--- src/rtl/uwd_pkg.sv ---
package uwd_pkg;
  localparam logic [7:0] IDX_CTRL   = 8'h71;
  localparam logic [7:0] IDX_CFG    = 8'h72;
  localparam logic [7:0] IDX_CNT_LO = 8'h73;
  localparam logic [7:0] IDX_CNT_HI = 8'h74;

  localparam int CTRL_FORCE  = 1;
  localparam int CTRL_EN_LSB = 4;
  localparam int CFG_SEC     = 7;
  localparam int CFG_KRST    = 6;
  localparam int CFG_PGOOD   = 4;

  // length of one counting unit in tick strobes
  function automatic int unsigned unit_len(input logic sec,
                                           input int unsigned tps,
                                           input int unsigned spm);
    return sec ? tps : tps * spm;
  endfunction
endpackage

--- src/rtl/uwd_regs.sv ---
module uwd_regs
  import uwd_pkg::*;
#(
  parameter int CNT_W = 16
) (
  input  logic             clk,
  input  logic             rst_n,
  input  logic             wr_i,
  input  logic [7:0]       addr_i,
  input  logic [7:0]       wdata_i,
  input  logic             expire_i,
  input  logic [CNT_W-1:0] cnt_i,
  output logic [7:0]       rdata_o,
  output logic [3:0]       en_o,
  output logic             unit_sec_o,
  output logic             krst_en_o,
  output logic             pg_en_o,
  output logic [3:0]       irq_sel_o,
  output logic             load_o,
  output logic [CNT_W-1:0] load_val_o,
  output logic             force_o,
  output logic             status_o
);
  localparam bit HAS_HI = (CNT_W > 8);

  logic [3:0]  en_q;
  logic [7:0]  cfg_q;
  logic [7:0]  hi_q;
  logic        status_q;
  logic [15:0] cnt_pad;
  logic [15:0] full_val;
  logic        wr_ctrl, wr_ctrl_zero;

  assign wr_ctrl      = wr_i && (addr_i == IDX_CTRL);
  assign wr_ctrl_zero = wr_ctrl && (wdata_i == 8'h00);

  always_ff @(posedge clk or negedge rst_n) begin
    if (!rst_n) begin
      en_q     <= '0;
      cfg_q    <= '0;
      hi_q     <= '0;
      status_q <= 1'b0;
    end else begin
      if (wr_ctrl) en_q <= wdata_i[7:CTRL_EN_LSB];
      if (wr_i && addr_i == IDX_CFG) cfg_q <= wdata_i;
      if (HAS_HI && wr_i && addr_i == IDX_CNT_HI) hi_q <= wdata_i;
      if (expire_i)          status_q <= 1'b1;
      else if (wr_ctrl_zero) status_q <= 1'b0;
    end
  end

  assign full_val   = {hi_q, wdata_i};
  assign load_val_o = full_val[CNT_W-1:0];
  assign load_o     = wr_i && (addr_i == IDX_CNT_LO);
  assign force_o    = wr_ctrl && wdata_i[CTRL_FORCE];
  assign cnt_pad    = 16'(cnt_i);

  always_comb begin
    case (addr_i)
      IDX_CTRL:   rdata_o = {en_q, 3'b000, status_q};
      IDX_CFG:    rdata_o = cfg_q;
      IDX_CNT_LO: rdata_o = cnt_pad[7:0];
      IDX_CNT_HI: rdata_o = cnt_pad[15:8];
      default:    rdata_o = 8'h00;
    endcase
  end

  assign en_o       = en_q;
  assign unit_sec_o = cfg_q[CFG_SEC];
  assign krst_en_o  = cfg_q[CFG_KRST];
  assign pg_en_o    = cfg_q[CFG_PGOOD];
  assign irq_sel_o  = cfg_q[3:0];
  assign status_o   = status_q;

  AST_STATUS_STICKY: assert property (@(posedge clk) disable iff (!rst_n)
    status_q && !wr_ctrl_zero |=> status_q);
  AST_STATUS_CLEAR: assert property (@(posedge clk) disable iff (!rst_n)
    wr_ctrl_zero && !expire_i |=> !status_q);
endmodule

--- src/rtl/uwd_prescale.sv ---
module uwd_prescale
  import uwd_pkg::*;
#(
  parameter int TICKS_PER_SEC = 1000,
  parameter int SEC_PER_MIN   = 60
) (
  input  logic clk,
  input  logic rst_n,
  input  logic tick_i,
  input  logic run_i,
  input  logic restart_i,
  input  logic unit_sec_i,
  output logic unit_pulse_o
);
  localparam int MAX_LEN = TICKS_PER_SEC * SEC_PER_MIN;
  localparam int PRE_W   = $clog2(MAX_LEN + 1);

  logic [PRE_W-1:0] pre_q;
  logic [PRE_W-1:0] last;

  assign last = PRE_W'(unit_len(unit_sec_i, TICKS_PER_SEC, SEC_PER_MIN) - 1);
  assign unit_pulse_o = tick_i && run_i && !restart_i && (pre_q >= last);

  always_ff @(posedge clk or negedge rst_n) begin
    if (!rst_n)                 pre_q <= '0;
    else if (restart_i || !run_i) pre_q <= '0;
    else if (tick_i)            pre_q <= unit_pulse_o ? '0 : pre_q + 1'b1;
  end

  AST_PRESCALE_BOUND: assert property (@(posedge clk) disable iff (!rst_n)
    pre_q <= PRE_W'(MAX_LEN - 1));
endmodule

--- src/rtl/uwd_reload_dly.sv ---
module uwd_reload_dly #(
  parameter int RELOAD_TICKS = 5
) (
  input  logic       clk,
  input  logic       rst_n,
  input  logic       tick_i,
  input  logic       run_i,
  input  logic [3:0] evt_i,
  input  logic [3:0] en_i,
  output logic       fire_o
);
  localparam int DLY_W = $clog2(RELOAD_TICKS + 1);

  logic             pend_q;
  logic [DLY_W-1:0] dly_q;
  logic             hit;

  assign hit    = run_i && (|(evt_i & en_i));
  assign fire_o = run_i && pend_q && tick_i && (dly_q == DLY_W'(RELOAD_TICKS - 1));

  always_ff @(posedge clk or negedge rst_n) begin
    if (!rst_n) begin
      pend_q <= 1'b0;
      dly_q  <= '0;
    end else if (!run_i) begin
      pend_q <= 1'b0;
      dly_q  <= '0;
    end else if (!pend_q) begin
      if (hit) begin
        pend_q <= 1'b1;
        dly_q  <= '0;
      end
    end else if (tick_i) begin
      if (fire_o) pend_q <= 1'b0;
      else        dly_q  <= dly_q + 1'b1;
    end
  end

  AST_FIRE_AFTER_CAPTURE: assert property (@(posedge clk) disable iff (!rst_n)
    hit && !pend_q |=> !fire_o || (RELOAD_TICKS == 1));
endmodule

--- src/rtl/uwd_counter.sv ---
module uwd_counter #(
  parameter int CNT_W = 16
) (
  input  logic             clk,
  input  logic             rst_n,
  input  logic             load_i,
  input  logic [CNT_W-1:0] load_val_i,
  input  logic             force_i,
  input  logic             reload_i,
  input  logic             unit_pulse_i,
  output logic [CNT_W-1:0] cnt_o,
  output logic             run_o,
  output logic             expire_o
);
  logic [CNT_W-1:0] cnt_q, rel_q;
  logic             run_q;

  assign expire_o = force_i ||
                    (run_q && unit_pulse_i && !reload_i && !load_i && cnt_q == CNT_W'(1));

  always_ff @(posedge clk or negedge rst_n) begin
    if (!rst_n) begin
      cnt_q <= '0;
      rel_q <= '0;
      run_q <= 1'b0;
    end else if (load_i) begin
      cnt_q <= load_val_i;
      rel_q <= load_val_i;
      run_q <= (load_val_i != '0);
    end else if (force_i) begin
      run_q <= 1'b0;
    end else if (run_q && reload_i) begin
      cnt_q <= rel_q;
    end else if (run_q && unit_pulse_i) begin
      cnt_q <= cnt_q - 1'b1;
      if (cnt_q == CNT_W'(1)) run_q <= 1'b0;
    end
  end

  assign cnt_o = cnt_q;
  assign run_o = run_q;

  AST_DECREMENT: assert property (@(posedge clk) disable iff (!rst_n)
    run_q && unit_pulse_i && !load_i && !force_i && !reload_i
    |=> cnt_q == $past(cnt_q) - 1'b1);
  AST_RELOAD_VALUE: assert property (@(posedge clk) disable iff (!rst_n)
    run_q && reload_i && !load_i && !force_i |=> cnt_q == $past(rel_q));
  AST_IDLE_HOLD: assert property (@(posedge clk) disable iff (!rst_n)
    !run_q && !load_i |=> $stable(cnt_q) && !run_q);
  AST_EXPIRE_STOPS: assert property (@(posedge clk) disable iff (!rst_n)
    expire_o && !load_i |=> !run_q);
endmodule

--- src/rtl/uwd_pulse.sv ---
module uwd_pulse #(
  parameter int PULSE_CYC = 16
) (
  input  logic clk,
  input  logic rst_n,
  input  logic start_i,
  output logic out_o
);
  localparam int PW = $clog2(PULSE_CYC + 1);
  logic [PW-1:0] c_q;

  always_ff @(posedge clk or negedge rst_n) begin
    if (!rst_n)         c_q <= '0;
    else if (start_i)   c_q <= PW'(PULSE_CYC);
    else if (c_q != '0) c_q <= c_q - 1'b1;
  end

  assign out_o = (c_q != '0);

  AST_PULSE_START: assert property (@(posedge clk) disable iff (!rst_n)
    start_i |=> out_o);
endmodule

--- src/rtl/unit_watchdog.sv ---
module unit_watchdog #(
  parameter int CNT_W         = 16,
  parameter int TICKS_PER_SEC = 1000,
  parameter int SEC_PER_MIN   = 60,
  parameter int RELOAD_TICKS  = 5,
  parameter int PULSE_CYC     = 16
) (
  input  logic       clk,
  input  logic       rst_n,
  input  logic       tick_i,
  input  logic       reg_wr_i,
  input  logic [7:0] reg_addr_i,
  input  logic [7:0] reg_wdata_i,
  output logic [7:0] reg_rdata_o,
  input  logic [3:0] evt_i,
  output logic       kbd_rst_o,
  output logic       pgood_pulse_o,
  output logic [3:0] irq_sel_o
);
  logic [3:0]       en;
  logic             unit_sec, krst_en, pg_en;
  logic             load, force_to, status;
  logic [CNT_W-1:0] load_val, cnt;
  logic             run, expire, reload_fire, unit_pulse;
  logic [1:0]       pulse_en, pulse_out;

  uwd_regs #(.CNT_W(CNT_W)) u_regs (
    .clk(clk), .rst_n(rst_n), .wr_i(reg_wr_i), .addr_i(reg_addr_i),
    .wdata_i(reg_wdata_i), .expire_i(expire), .cnt_i(cnt),
    .rdata_o(reg_rdata_o), .en_o(en), .unit_sec_o(unit_sec),
    .krst_en_o(krst_en), .pg_en_o(pg_en), .irq_sel_o(irq_sel_o),
    .load_o(load), .load_val_o(load_val), .force_o(force_to), .status_o(status)
  );

  uwd_prescale #(.TICKS_PER_SEC(TICKS_PER_SEC), .SEC_PER_MIN(SEC_PER_MIN)) u_pre (
    .clk(clk), .rst_n(rst_n), .tick_i(tick_i), .run_i(run),
    .restart_i(load || reload_fire), .unit_sec_i(unit_sec), .unit_pulse_o(unit_pulse)
  );

  uwd_reload_dly #(.RELOAD_TICKS(RELOAD_TICKS)) u_dly (
    .clk(clk), .rst_n(rst_n), .tick_i(tick_i), .run_i(run),
    .evt_i(evt_i), .en_i(en), .fire_o(reload_fire)
  );

  uwd_counter #(.CNT_W(CNT_W)) u_cnt (
    .clk(clk), .rst_n(rst_n), .load_i(load), .load_val_i(load_val),
    .force_i(force_to), .reload_i(reload_fire), .unit_pulse_i(unit_pulse),
    .cnt_o(cnt), .run_o(run), .expire_o(expire)
  );

  assign pulse_en = {pg_en, krst_en};

  for (genvar g = 0; g < 2; g++) begin : g_pulse
    uwd_pulse #(.PULSE_CYC(PULSE_CYC)) u_pulse (
      .clk(clk), .rst_n(rst_n), .start_i(expire && pulse_en[g]), .out_o(pulse_out[g])
    );
  end

  assign kbd_rst_o     = pulse_out[0];
  assign pgood_pulse_o = pulse_out[1];

  AST_KRST_NEEDS_STATUS: assert property (@(posedge clk) disable iff (!rst_n)
    $rose(kbd_rst_o) |-> status);
  AST_PGOOD_GATED: assert property (@(posedge clk) disable iff (!rst_n)
    $rose(pgood_pulse_o) |-> $past(pg_en));
endmodule

--- config.mk ---
export PLATFORM = sky130hd
export DESIGN_NAME = unit_watchdog
export DESIGN_NICKNAME = d
export VERILOG_FILES = /design/src/rtl/uwd_pkg.sv /design/src/rtl/uwd_regs.sv /design/src/rtl/uwd_prescale.sv /design/src/rtl/uwd_reload_dly.sv /design/src/rtl/uwd_counter.sv /design/src/rtl/uwd_pulse.sv /design/src/rtl/unit_watchdog.sv
export SDC_FILE = /design/constraint.sdc
export NUM_CORES = 1
export LEC_CHECK = 0
export CORE_MARGIN = 1
export CORE_UTILIZATION = 59
export CTS_CLUSTER_SIZE = 10
export DETAILED_ROUTE_END_ITERATION = 10
export GPL_TIMING_DRIVEN = 0
export PLACE_DENSITY = 0.93
export RECOVER_POWER = 25
export REMOVE_ABC_BUFFERS = 1
export SLEW_MARGIN = 20
export SYNTH_ARGS = -nofsm -noshare
export SYNTH_HDL_FRONTEND = slang
export SYNTH_SLANG_ARGS = --single-unit
--- constraint.sdc ---
create_clock -name clk -period 2.75 [get_ports clk]
set_input_delay 0.4125 -clock clk [delete_from_list [all_inputs] [get_ports clk]]
set_output_delay 0.4125 -clock clk [all_outputs]
set_load 0.005 [all_outputs]
==> results.toml <==
[outcome]
status = "finished, violations left"
violations = "capacitance limit, slew limit"

[yosys]
synthTopCellsByArea = "dfrtp_1 43%, nand2_1 8.4%, mux2_2 5.1%"
synth_flop_cell = "dfrtp_1"
avgSynthCellArea_um2 = 9.19
synth_cells = 532
mappedNetlistArea_um2 = 4890
synth_top_cell_area_share_pct = 43.0
ys_types = 65
async_reset_ff_share_pct = 100
seq_area_frac_synth_pct = 43.0
yosysTopAreaCell = "dfrtp_1"
synth_edf_count = 0
yosys_register_bits = 84
yosys_warnings = 0

[cells_and_area]
nets = 610
drive_gt1_share_pct = 12.9
final_area_um2 = 5640
layout_common_cells = "109 x nand2_1, 83 x dfrtp_1, 33 x nor2_1"
n_antenna_cell = 0
syn_to_final_growth_pct = 15.3
final_common_cell = "nand2_1"
postLayoutCoreUtil_pct = 71.4

[worst_setup_path]
cp_max_fo = 4
worstSetupPathType = "in -> out"
endpoint_kind = "output pin"
cp.required_ns = 2.34
start_kind = "input pin"
worstPathArrival_ns = 2.22

[routing]
routed_wl_mm = 12.5
initialDrtViolationCount = 451
num_vias = 4419
wl_per_cell_um = 18.6
dr.pass1.iters = 7
ant_nets = 0
drc = 0
drt-vias-per-instance = 6.55

[clock_network]
cts_tree = "yes"
cts_made_buffers = 9
cts_num_sinks = 84
htree_num_levels = 3
clk_latency_ns = 0.36
cts_root_buf = "clkbuf_8"
cts_buffer_depth = 2
clkSlewWorstSetupHoldPaths_ns = 0.09

[sta]
fin_skew_ns = 0.0139
setup_ws_ns = 0.119
tightest_slew_ns = 1.63
min_period_over_period_pct = 95.7
max-slew-margin-rel_pct = -8.60
hold_violations = 0
drv_slew = 28
min_period_ns = 2.63
max_clock_freq_mhz = 380
holdWs_ns = 0.478
finalSetupViolCount = 0

[global_routing]
grt_pass1_vias = 4212
track_usage_pct = 30.8
grt_pass1_wl_mm = 20.7
grt_max_degree = 58
grt_overflow = 0
antenna_found_initial = 0

[die]
core_um2 = 7890
die_w_um = 93.0
rows = 32
start_util_pct = 62.0
die_area_um2 = 8660
ios = 38
dieHeight_um = 93.0

[placement]
place_area_um2 = 5290
port_buffers = 37
place.gp.congestion = 0.925
post-place-ws_ns = -0.733
hpwl_mm = 8.39

[job]
timing.max_cap.violations = 1

[power]
powerDensity_nw_per_um2 = 554
peakVddDrop_uv = 315
leakage_nw = 2.66

[min_path]
min_path_type = "reg -> reg"
[stage by stage]
stage	setup TNS [ns]	instances	total power, W
after floorplan	0	508	0.00191
after global placement	-162.09	647	0.00208
after detailed placement	-19.03	648	0.00214
after CTS	0	670	0.00311
after global routing	-0.0320	675	0.00327
final	0	675	0.00312
[flip-flops by register name, indices dropped and copies added (netlist names)]
register             cells
u_cnt.cnt_o             16
u_regs.hi_q              8
u_regs.status_o          1
u_cnt.run_o              1
u_regs.en_o              4
u_pre.pre_q             16
u_dly.pend_q             1
g_pulse.u_pulse.c_q     10
u_dly.dly_q              3
u_cnt.rel_q             16
u_regs.cfg_q             8
[metal layers]
metal | part of all wire (%) | GRT usage, % | vias up
met5 | 0 | 0 | -
li1 | - | - | 1989
met4 | 3.3 | 13.7 | 0
met2 | 47 | 48.5 | 248
met3 | 9.5 | 6.02 | 51
met1 | 40 | 41.4 | 2131
[cells in the mapped netlist (6+ instances only)]
master	number
a21o_1	8
a21oi_1	15
a31oi_1	6
and2_1	6
and3_1	6
buf_2	8
buf_4	6
clkbuf_1	6
dfrtp_1	84
ha_1	18
inv_1	19
mux2_2	22
nand2_1	109
nand3_1	19
nand4_1	8
nor2_1	34
nor3_1	8
nor4_1	13
o211ai_1	10
o21ai_0	28
xnor2_1	11
xor2_1	6
[timing repair]
item,4_1_cts,5_1_grt
buffers inserted,5,5
pin swaps,2,4
setup endpoints to repair,23,30
hold buffers,1,0
endpoints found under the hold margin,27,0
gates cloned,0,0
resized for setup,20,5
[critical path: stages]
cell and delay (ns):
clkdlybuf4s50_1 0.48, nand4b_1 0.17, or2_4 0.29, nor3b_4 0.22, buf_4 0.17, nand2_1 0.07
o21ai_0 0.12, dlygate4sd2_1 0.28
[report_power, final]
| group | total, W | switching, W | internal [W] |
|---|---|---|---|
| registers | 0.00147 | 0.000116 | 0.00135 |
| clock network | 0.000972 | 0.000461 | 0.000512 |
| logic | 0.000681 | 0.000357 | 0.000324 |
[area by class of cell]
cell class / instances / area [µm²]
Timing Repair Buffer: 49 / 477
Sequential cell: 84 / 2100
Clock buffer: 10 / 128
Inverter: 19 / 71.3
Fill cell: 543 / 2250
Tap cell: 102 / 128
Multi-Input combinational cell: 405 / 2640
Clock inverter: 6 / 88.8
[cells by family (layout without fill, tap and decap cells)]
kind of cell    count (synthesis)  in the layout  synth area share [%]
simple gates                  234            234                  23.8
compound gates                112            112                  15.9
flops                          84             84                  43.0
buf+inv                        43             84                  4.12
mux                            24             24                  5.58
fa+ha+maj                      18             18                  4.61
xor+xnor                       17             17                  3.04
[final timing paths]
path	start	to	slack (ns)	cells past startpoint
setup / recovery	reg_addr_i[5]	reg_rdata_o[5]	0.12	8
hold / removal	u_cnt.rel_q[9]	u_cnt.rel_q[9]	0.48	2
setup reg to reg	u_regs.cfg_q[7]	u_cnt.cnt_o[10]	0.12	9
hold reg to reg	u_cnt.rel_q[9]	u_cnt.rel_q[9]	0.48	2
max in group asynchronous	rst_n	u_regs.cfg_q[7]	0.77	3
min in group asynchronous	rst_n	u_cnt.rel_q[12]	0.99	2
Power figures use the tool's default switching activity.
